## config.mk

```make
export PLATFORM = sky130hd
export DESIGN_NAME = dbg_trap_unit
export DESIGN_NICKNAME = d
export VERILOG_FILES = /design/src/rtl/dbg_trap_pkg.sv /design/src/rtl/dbg_addr_cmp.sv /design/src/rtl/dbg_bp_source.sv /design/src/rtl/dbg_trace_filter.sv /design/src/rtl/dbg_trap_unit.sv
export SDC_FILE = /design/constraint.sdc
export NUM_CORES = 1
export LEC_CHECK = 0
export ABC_AREA = 0
export CAP_MARGIN = 20
export CORE_AREA = 2 2 94 96
export DETAILED_ROUTE_END_ITERATION = 16
export DIE_AREA = 0 0 96 98
export DONT_BUFFER_PORTS = 1
export GPL_TIMING_DRIVEN = 1
export PLACE_DENSITY = 0.7
export RECOVER_POWER = 100
export SYNTH_ARGS = -nofsm -noshare
export SYNTH_HDL_FRONTEND = slang
export SYNTH_SLANG_ARGS = --single-unit
```

## constraint.sdc

```tcl
create_clock -name clk -period 1.45 [get_ports clk]
set_clock_uncertainty 0.1 [all_clocks]
set_input_delay 0.0725 -clock clk [delete_from_list [all_inputs] [get_ports clk]]
set_output_delay 0.0725 -clock clk [all_outputs]
set_load 0.005 [all_outputs]
```

## src/rtl/dbg_trap_pkg.sv

```systemverilog
package dbg_trap_pkg;

    typedef enum logic [1:0] {
        CMP_EQ  = 2'd0,
        CMP_LT  = 2'd1,
        CMP_GE  = 2'd2,
        CMP_OFF = 2'd3
    } cmp_kind_e;

    typedef enum logic [1:0] {
        ACC_NONE  = 2'd0,
        ACC_READ  = 2'd1,
        ACC_WRITE = 2'd2,
        ACC_RSVD  = 2'd3
    } acc_kind_e;

    typedef enum logic [2:0] {
        CLS_PLAIN  = 3'd0,
        CLS_BRANCH = 3'd1,
        CLS_ISYNC  = 3'd2,
        CLS_MSYNC  = 3'd3,
        CLS_IRET   = 3'd4,
        CLS_CIRET  = 3'd5,
        CLS_MSWR   = 3'd6,
        CLS_RSVD   = 3'd7
    } ins_cls_e;

    typedef enum logic [1:0] {
        ST_IDLE     = 2'd0,
        ST_BRK_WAIT = 2'd1,
        ST_TRC_WAIT = 2'd2,
        ST_HALTED   = 2'd3
    } trap_state_e;

    localparam int VEC_W = 20;
    localparam logic [VEC_W-1:0] VEC_IBRK  = 20'h01300;
    localparam logic [VEC_W-1:0] VEC_DBRK  = 20'h00300;
    localparam logic [VEC_W-1:0] VEC_TRACE = 20'h00D00;

endpackage

```

## src/rtl/dbg_addr_cmp.sv

```systemverilog
module dbg_addr_cmp
    import dbg_trap_pkg::*;
#(
    parameter int AW = 32
) (
    input  logic [AW-1:0] addr,
    input  logic [AW-1:0] ref_addr,
    input  logic [1:0]    kind,
    output logic          hit
);

    always_comb begin
        unique case (cmp_kind_e'(kind))
            CMP_EQ:  hit = (addr == ref_addr);
            CMP_LT:  hit = (addr <  ref_addr);
            CMP_GE:  hit = (addr >= ref_addr);
            CMP_OFF: hit = 1'b0;
        endcase
    end

endmodule

```

## src/rtl/dbg_bp_source.sv

```systemverilog
module dbg_bp_source #(
    parameter int AW   = 32,
    parameter int NREG = 2
) (
    input  logic [AW-1:0]      addr,
    input  logic [NREG*AW-1:0] refs,
    input  logic [2*NREG-1:0]  kinds,
    input  logic [NREG-1:0]    reg_en,
    input  logic               pair_mode,
    output logic               hit
);

    logic [NREG-1:0] raw_match;
    logic [NREG-1:0] qual_match;

    for (genvar g = 0; g < NREG; g++) begin : g_cmp
        dbg_addr_cmp #(.AW(AW)) u_cmp (
            .addr     (addr),
            .ref_addr (refs[g*AW +: AW]),
            .kind     (kinds[2*g +: 2]),
            .hit      (raw_match[g])
        );
    end

    assign qual_match = raw_match & reg_en;

    always_comb begin
        if (pair_mode) hit = &qual_match;
        else           hit = |qual_match;
    end

endmodule

```

## src/rtl/dbg_trace_filter.sv

```systemverilog
module dbg_trace_filter
    import dbg_trap_pkg::*;
(
    input  logic       rec_valid,
    input  logic [2:0] rec_cls,
    input  logic       step_en,
    input  logic       brtrace_en,
    input  logic       halt_mode_en,
    output logic       halt_hit,
    output logic       trace_hit
);

    logic step_quiet;
    logic is_branch;

    always_comb begin
        unique case (ins_cls_e'(rec_cls))
            CLS_ISYNC, CLS_MSYNC, CLS_IRET, CLS_CIRET, CLS_MSWR: step_quiet = 1'b1;
            default:                                             step_quiet = 1'b0;
        endcase
    end

    assign is_branch = (ins_cls_e'(rec_cls) == CLS_BRANCH);
    assign halt_hit  = rec_valid && step_en && halt_mode_en;
    assign trace_hit = rec_valid && !halt_hit &&
                       ((step_en && !step_quiet) || (brtrace_en && is_branch));

endmodule

```

## src/rtl/dbg_trap_unit.sv

```systemverilog
module dbg_trap_unit
    import dbg_trap_pkg::*;
#(
    parameter int AW = 32
) (
    input  logic              clk,
    input  logic              rst_n,
    input  logic              ret_valid,
    input  logic [AW-1:0]     ret_pc,
    input  logic [AW-1:0]     ret_ea,
    input  logic [1:0]        ret_acc,
    input  logic [2:0]        ret_cls,
    input  logic [2*AW-1:0]   ia_ref,
    input  logic [3:0]        ia_cond,
    input  logic [1:0]        ia_en,
    input  logic              ia_pair,
    input  logic [2*AW-1:0]   da_ref,
    input  logic [3:0]        da_cond,
    input  logic [1:0]        da_rd_en,
    input  logic [1:0]        da_wr_en,
    input  logic              da_pair,
    input  logic              step_en,
    input  logic              brtrace_en,
    input  logic              halt_mode_en,
    input  logic              exc_ack,
    output logic              exc_req,
    output logic [19:0]       exc_vec,
    output logic              halt_req,
    output logic              retire_hold
);

    localparam int NREG = 2;

    logic [NREG-1:0]  da_reg_en;
    logic             ia_src_hit, da_src_hit;
    logic             ia_hit, da_hit, halt_hit, trace_hit;
    trap_state_e      state_q, state_d;
    logic             req_d;
    logic [VEC_W-1:0] vec_d;
    logic             req_q, halt_q, hold_q;
    logic [VEC_W-1:0] vec_q;

    for (genvar g = 0; g < NREG; g++) begin : g_den
        assign da_reg_en[g] = (acc_kind_e'(ret_acc) == ACC_READ  && da_rd_en[g]) ||
                              (acc_kind_e'(ret_acc) == ACC_WRITE && da_wr_en[g]);
    end

    dbg_bp_source #(.AW(AW), .NREG(NREG)) u_isrc (
        .addr      (ret_pc),
        .refs      (ia_ref),
        .kinds     (ia_cond),
        .reg_en    (ia_en),
        .pair_mode (ia_pair),
        .hit       (ia_src_hit)
    );

    dbg_bp_source #(.AW(AW), .NREG(NREG)) u_dsrc (
        .addr      (ret_ea),
        .refs      (da_ref),
        .kinds     (da_cond),
        .reg_en    (da_reg_en),
        .pair_mode (da_pair),
        .hit       (da_src_hit)
    );

    dbg_trace_filter u_trc (
        .rec_valid    (ret_valid),
        .rec_cls      (ret_cls),
        .step_en      (step_en),
        .brtrace_en   (brtrace_en),
        .halt_mode_en (halt_mode_en),
        .halt_hit     (halt_hit),
        .trace_hit    (trace_hit)
    );

    assign ia_hit = ret_valid && ia_src_hit;
    assign da_hit = ret_valid && da_src_hit;

    // next state and the outcome of the current record
    always_comb begin
        state_d = state_q;
        req_d   = 1'b0;
        vec_d   = '0;
        unique case (state_q)
            ST_IDLE: begin
                if (halt_hit) begin
                    state_d = ST_HALTED;
                end else if (ia_hit) begin
                    state_d = ST_BRK_WAIT;
                    req_d   = 1'b1;
                    vec_d   = VEC_IBRK;
                end else if (da_hit) begin
                    state_d = ST_BRK_WAIT;
                    req_d   = 1'b1;
                    vec_d   = VEC_DBRK;
                end else if (trace_hit) begin
                    state_d = ST_TRC_WAIT;
                    req_d   = 1'b1;
                    vec_d   = VEC_TRACE;
                end
            end
            ST_BRK_WAIT, ST_TRC_WAIT, ST_HALTED: begin
                if (exc_ack) state_d = ST_IDLE;
            end
        endcase
    end

    // state register
    always_ff @(posedge clk or negedge rst_n) begin
        if (!rst_n) state_q <= ST_IDLE;
        else        state_q <= state_d;
    end

    // registered outputs
    always_ff @(posedge clk or negedge rst_n) begin
        if (!rst_n) begin
            req_q  <= 1'b0;
            vec_q  <= '0;
            halt_q <= 1'b0;
            hold_q <= 1'b0;
        end else begin
            req_q  <= req_d;
            vec_q  <= vec_d;
            halt_q <= (state_d == ST_HALTED);
            hold_q <= (state_d == ST_HALTED) || (state_d == ST_BRK_WAIT);
        end
    end

    assign exc_req     = req_q;
    assign exc_vec     = vec_q;
    assign halt_req    = halt_q;
    assign retire_hold = hold_q;

endmodule

```

==> flow_metrics.tcl, run 1 <==
set metrics [dict create \
    p_leak_nw 2.52 \
    io_pins 243 \
    power.switching_mw 0.641 \
    grt_pass1_vias 3700 \
    cp_num_buf_inv 1 \
    setup_slack_ps -860 \
    drt_first_iter_violations 46 \
    p_total_mw 1.57 \
    drive_above_1_share_pct 11.3 \
    synth_cells 525 \
    finalWeightedCongestion 0.903 \
    cpLargestDelayFamily "simple AND/OR/NAND/NOR gates" \
    status "complete, but fails checks" \
    rsz0062_at_grt "true" \
    cts_buffer_depth 2 \
    avgSynthCellArea_sq_um 7.26 \
    worstSetupEndpointType "flop" \
    drv_slew 0 \
    avgViaCountPerCell 5.49 \
    synth_compound_area_share_pct 17.5 \
    antenna_found_initial 0 \
    diodes 0 \
    hold_path.class "input port to flop" \
    synth-seq-cells 7 \
    p_int_mw 0.928 \
    clk_root_buffer_cell "clkbuf_8" \
    io_buffers 0 \
    setup_viol 6 \
    htreeDepth 1 \
    area_delta_synth_final_pct 16.4 \
    ant_nets 0 \
    cap_violations 0 \
    insertion_delay_ps 220 \
    cts_tree "done" \
    core_area_sq_um 8470 \
    die_area_sq_um 9410 \
    max_freq_mhz 433 \
    peakVddDrop_mv 0.229 \
    first_pass_iters 6 \
    p_sw_share_pct 40.8 \
    yosys.area_share.simple_pct 17.9 \
    setup_tns_ps -4550 \
    arrival_ps 2320 \
    dp_hpwl_mm 9.58 \
    synth_fa_ha_area_share_pct 42.6 \
    critical_path.max_stage_delay_ps 330 \
    die_w_um 96 \
    synth_top_family_by_area "adder cells" \
    groute.usage.overall_pct 20.7 \
    numCtsBuffers 3 \
    die-height_um 98 \
    grt_pass1_wl_mm 15.9 \
    grt_max_degree 8 \
    layout_commonest_cell "inv_1" \
    grt-ovfl-total 0 \
    final_nets 913 \
    synthArstFlopShare_pct 100 \
    fin_crit_ps 2310 \
    period_share_pct 159 \
    finalHoldViolCount 0 \
    clock-sinks 7 \
    yosys_warnings 0 \
    wl_per_cell_um 15.3 \
    cp_cell_sequence "inv_8 > ha_4 > nand4_4 > nor4_4 > nand4_1 > or3_1 > o221a_1 > mux2i_1 > o22ai_1 > maj3_2 > nor2_4 > a221o_1" \
    drc_errors 0 \
    critPathKind "input port to flop" \
    path_max_fanout 4 \
    place_inst 661 \
    clk_pin_slew_ps 40 \
    required_ps 1460 \
    combinationalPowerShare_pct 68.0 \
    synth_cell_type_count 47 \
    routed_wirelength_mm 10.3 \
    rows 34 \
    pwr-share-seq_pct 14.7 \
    synth_xor_area_share_pct 0 \
    ys.flop_type "dfrtp_1" \
    pwr_density_cell_nw_per_um2 354 \
    synth_edf_count 0 \
    clockPowerShare_pct 17.3 \
    slowest_stage "or3_1" \
    start_util_pct 45.0 \
    mostFrequentLayoutCells "inv_1 (126), ha_1 (120), a21oi_1 (53), buf_4 (32), nand2_1 (28)" \
    violations "setup timing" \
    synth.area.mux_share_pct 1.05 \
    syn_area_sq_um 3810 \
    startpoint_type "input port" \
    vias 3686 \
    instances_no_fill 672 \
    yosysSeqAreaShare_pct 4.60 \
]
what timing repair did:
action	CTS	global route
pin swaps	8	11
setup buffers	1	1
hold endpoints to repair	13	0
resized for setup	7	12
hold buffers	6	0
endpoints found under the setup margin	6	6
area by class of cell:
class | count | area, sq um
inverter | 131 | 524
tap | 108 | 135
sequential | 7 | 175
clock buffer | 4 | 45.0
multi-input combinational | 384 | 3250
fill | 805 | 4030
timing repair buffer | 38 | 300
cell families (layout without fill, tap and decap cells):
logic type               count (synthesis)  count (layout)
buffers and inverters                  148             173
adder cells (fa/ha/maj)                130             130
AND/OR/NAND/NOR                        126             126
AO/OA/AOI/OAI                          109             109
flip-flops                               7               7
multiplexers                             4               4
other                                    1              15
cells in the mapped netlist (2+ instances only):
library cell  number  area share (%)
a211oi_1           7             1.4
a21boi_0           3            0.59
a21o_1            10             2.0
a21oi_1           55             7.2
a221o_1            4             1.1
a22oi_1            2            0.39
buf_4             17             3.3
dfrtp_1            7             4.6
ha_1             128              42
inv_1            131              13
mux2i_1            4             1.1
nand2_1           29             2.9
nand2b_1           2            0.33
nand3_1           22             2.9
nand4_1           24             3.9
nand4_2            2            0.66
nand4b_1           2            0.46
nor2_1            13             1.3
nor2b_1           11             1.8
nor3_1             8             1.1
nor4_1             4            0.66
nor4b_1            2            0.46
o211ai_1           2            0.39
o21ai_0           12             1.6
o21ai_1            2            0.26
per-stage QoR:
| step | worst slack, ps | area (sq um) | hold WS [ps] | util [%] |
|---|---|---|---|---|
| after global routing | -1030 | 4430 | 84.1 | 52.4 |
| after global placement | -1210 | 4220 | -323 | 49.8 |
| after CTS | -879 | 4370 | 18.5 | 51.7 |
| final | -860 | 4430 | 33.1 | 52.4 |
| after detailed placement | -1220 | 4220 | -323 | 49.8 |
| after floorplan | -965 | 3980 | -323 | - |
layer usage:
layer  vias up  part of all wire [%]  routed length (um)  track usage, %
met5         -                     0                   0               0
met3        14                   9.0                 928            5.17
met2       168                    52                5400            41.6
met1      1619                    37                3790            20.6
li1       1885                     -                   -               -
met4         0                   1.6                 165            4.29
power by group through the flow:
stage          sequential, mW  combinational (mW)  clock, mW
2_1_floorplan           0.227               0.762          0
3_3_place_gp            0.233               0.953          0
3_5_place_dp            0.233               0.998          0
4_1_cts                 0.230                1.04      0.275
5_1_grt                 0.234                1.23      0.300
6_report                0.231                1.07      0.271
sequential cells by signal (all words and copies together) (netlist names):
name and flops:
retire_hold 1, state_q 1, halt_req 1, exc_vec 4
worst min-delay path, stage by stage:
cell and delay [ps]:
nand2_1 60, nor2_1 60, nand2_1 70, nor3_1 50
path summary, 6_finish.rpt:
| path | cells after the start | slack [ps] | startpoint | to |
|---|---|---|---|---|
| min reg2reg | 1 | 420 | state_q[1] | halt_req |
| max in group asynchronous | 1 | 960 | rst_n | exc_vec[11] |
| min in group asynchronous | 1 | 70 | rst_n | exc_vec[8] |
| max | 12 | -860 | da_ref[26] | state_q[1] |
| min | 4 | 30 | ret_valid | exc_vec[11] |
| max reg2reg | 5 | 210 | retire_hold | exc_vec[11] |
Note: power is estimated with default switching activity, not from simulation.
==> run 2: changes to the inputs <==
clock period = 2.3 ns   (was 1.45 ns; I/O delays follow)
==> run 2 against run 1 <==
Net effect: the flow still finishes with violations (setup timing); sequential share of layout area fell by 0.065 points; clock power fell by 39%; combinational power fell by 36%; utilization rose by 0.87 points; cell area rose by 1.7%; critical path depth did not move; worst hold slack got worse by 9.1 ps; sequential power fell by 37%; via count rose by 1.7%; total power fell by 37%; critical endpoint unchanged; largest cell class unchanged; largest power group unchanged.
==> flow_metrics.tcl, run 2 (synthesized netlist as in run 1, its figures left out) <==
set metrics [dict create \
    critPathKind "input port to flop" \
    core_area_sq_um 8470 \
    clk_pin_slew_ps 40 \
    wl_per_cell_um 15.9 \
    dp_hpwl_mm 9.73 \
    first_pass_iters 7 \
    drive_above_1_share_pct 13.1 \
    pwr_density_cell_nw_per_um2 220 \
    ant_nets 0 \
    groute.usage.overall_pct 20.5 \
    cts_tree "done" \
    fin_crit_ps 2380 \
    drv_slew 0 \
    fillers 805 \
    antenna_found_initial 0 \
    start_util_pct 45.0 \
    io_buffers 0 \
    insertion_delay_ps 220 \
    status "complete, but fails checks" \
    dpl_cell_area_sq_um 4150 \
    finalWeightedCongestion 0.850 \
    die_area_sq_um 9410 \
    htreeDepth 1 \
    setup_viol 4 \
    grt_max_degree 8 \
    clk_root_buffer_cell "clkbuf_8" \
    worstSetupEndpointType "flop" \
    rsz0062_at_grt "true" \
    numCtsBuffers 3 \
    whs_ps 24.1 \
    cap_violations 0 \
    diodes 0 \
    cts_buffer_depth 2 \
    period_share_pct 104 \
    routed_wirelength_mm 10.7 \
    peakVddDrop_mv 0.148 \
    cp_cell_sequence "inv_1 > ha_4 > a21oi_2 > o21ai_1 > a221o_1 > a211o_1 > nor4b_2 > mux2i_1 > nand2_1 > maj3_2 > nor2_4 > a221o_1" \
    finalHoldViolCount 0 \
    max_freq_mhz 420 \
    final_cell_area_sq_um 4510 \
    violations "setup timing" \
    required_ps 2300 \
    startpoint_type "input port" \
    largest_reg_flops 4 \
    rows 34 \
    p_leak_nw 2.51 \
    grt_pass1_vias 3829 \
    avgViaCountPerCell 5.57 \
    die-height_um 98 \
    timing.critical_path.mode_cell "a221o_1" \
    mostFrequentLayoutCells "inv_1 (123), ha_1 (114), a21oi_1 (52), buf_4 (35), nand2_1 (28)" \
    path_max_fanout 4 \
    hold_path.class "input port to flop" \
    grt_pass1_wl_mm 15.7 \
    die_w_um 96 \
    clock-sinks 7 \
    area_delta_synth_final_pct 18.3 \
    arrival_ps 2390 \
    final_nets 914 \
    vias 3747 \
    critical_path.max_stage_delay_ps 340 \
    drt_first_iter_violations 71 \
    slowest_stage "a211o_1" \
    setup_slack_ps -83.5 \
    layout_commonest_cell "inv_1" \
    drc_errors 0 \
    io_pins 243 \
    grt-ovfl-total 0 \
]
-- run 2: cell types whose count changed in the layout (fill, tap and decap cells not counted), sizes merged --
cell and change:
dlygate4sd3 -2, buf +3
-- run 2: critical path, delay by kind of cell --
kind                     cells  cell delay (ps)
AO/OA/AOI/OAI                5             1210
adder cells (fa/ha/maj)      2              450
buffers and inverters        1               70
multiplexers                 1              100
AND/OR/NAND/NOR              3              450
-- run 2: cell type report --
| cell class | instances | area (sq um) | share of cell area, % |
|---|---|---|---|
| Sequential cell | 7 | 175 | 3.89 |
| Clock buffer | 4 | 45.0 | 0.999 |
| Multi-Input combinational cell | 384 | 3310 | 73.4 |
| Timing Repair Buffer | 39 | 303 | 6.72 |
| Tap cell | 108 | 135 | 3.00 |
| Inverter | 131 | 542 | 12.0 |
-- run 2: repair_timing --
item / 4_1_cts / 5_1_grt
endpoints found under the setup margin: 5 / 6
endpoints found under the hold margin: 9 / 0
cloned: 0 / 0
pin swaps: 13 / 15
buffers inserted: 5 / 4
gates resized for setup: 20 / 16
hold buffers: 4 / 0
-- run 2: where the power goes --
part	internal (mW)	switching (mW)	total, mW
Combinational	0.338	0.343	0.682
Sequential	0.135	0.0103	0.146
Clock	0.119	0.0470	0.166
Total	0.593	0.401	0.993
-- run 2: layer usage --
metal  vias to the layer above  GRT usage (%)  share of wire [%]
met5                         -              0                  0
met4                         0           3.52                1.7
met3                        17           6.17                9.7
li1                       1886              -                  -
met2                       191           42.5                 54
met1                      1653           18.8                 35
-- run 2: final timing paths --
check | from | depth (start not counted) | slack (ps) | to
hold / removal | ret_valid | 3 | 20 | exc_vec[8]
min in group asynchronous | rst_n | 1 | 120 | retire_hold
hold reg to reg | state_q[1] | 1 | 430 | halt_req
setup / recovery | da_ref[53] | 12 | -80 | state_q[1]
setup reg to reg | retire_hold | 4 | 750 | retire_hold
max in group asynchronous | rst_n | 1 | 1750 | state_q[1]
-- run 2: stage by stage --
| stage | worst slack [ps] | util (%) | setup TNS (ps) | instances | power, mW |
|---|---|---|---|---|---|
| 2_1_floorplan | -157 | - | -429 | 539 | 0.619 |
| 3_3_place_gp | -369 | 49.0 | -1640 | 656 | 0.728 |
| 3_5_place_dp | -386 | 49.0 | -1780 | 656 | 0.763 |
| 4_1_cts | -117 | 51.6 | -344 | 669 | 0.967 |
| 5_1_grt | -160 | 53.2 | -655 | 673 | 1.12 |
| 6_report | -83.5 | 53.2 | -192 | 673 | 0.993 |
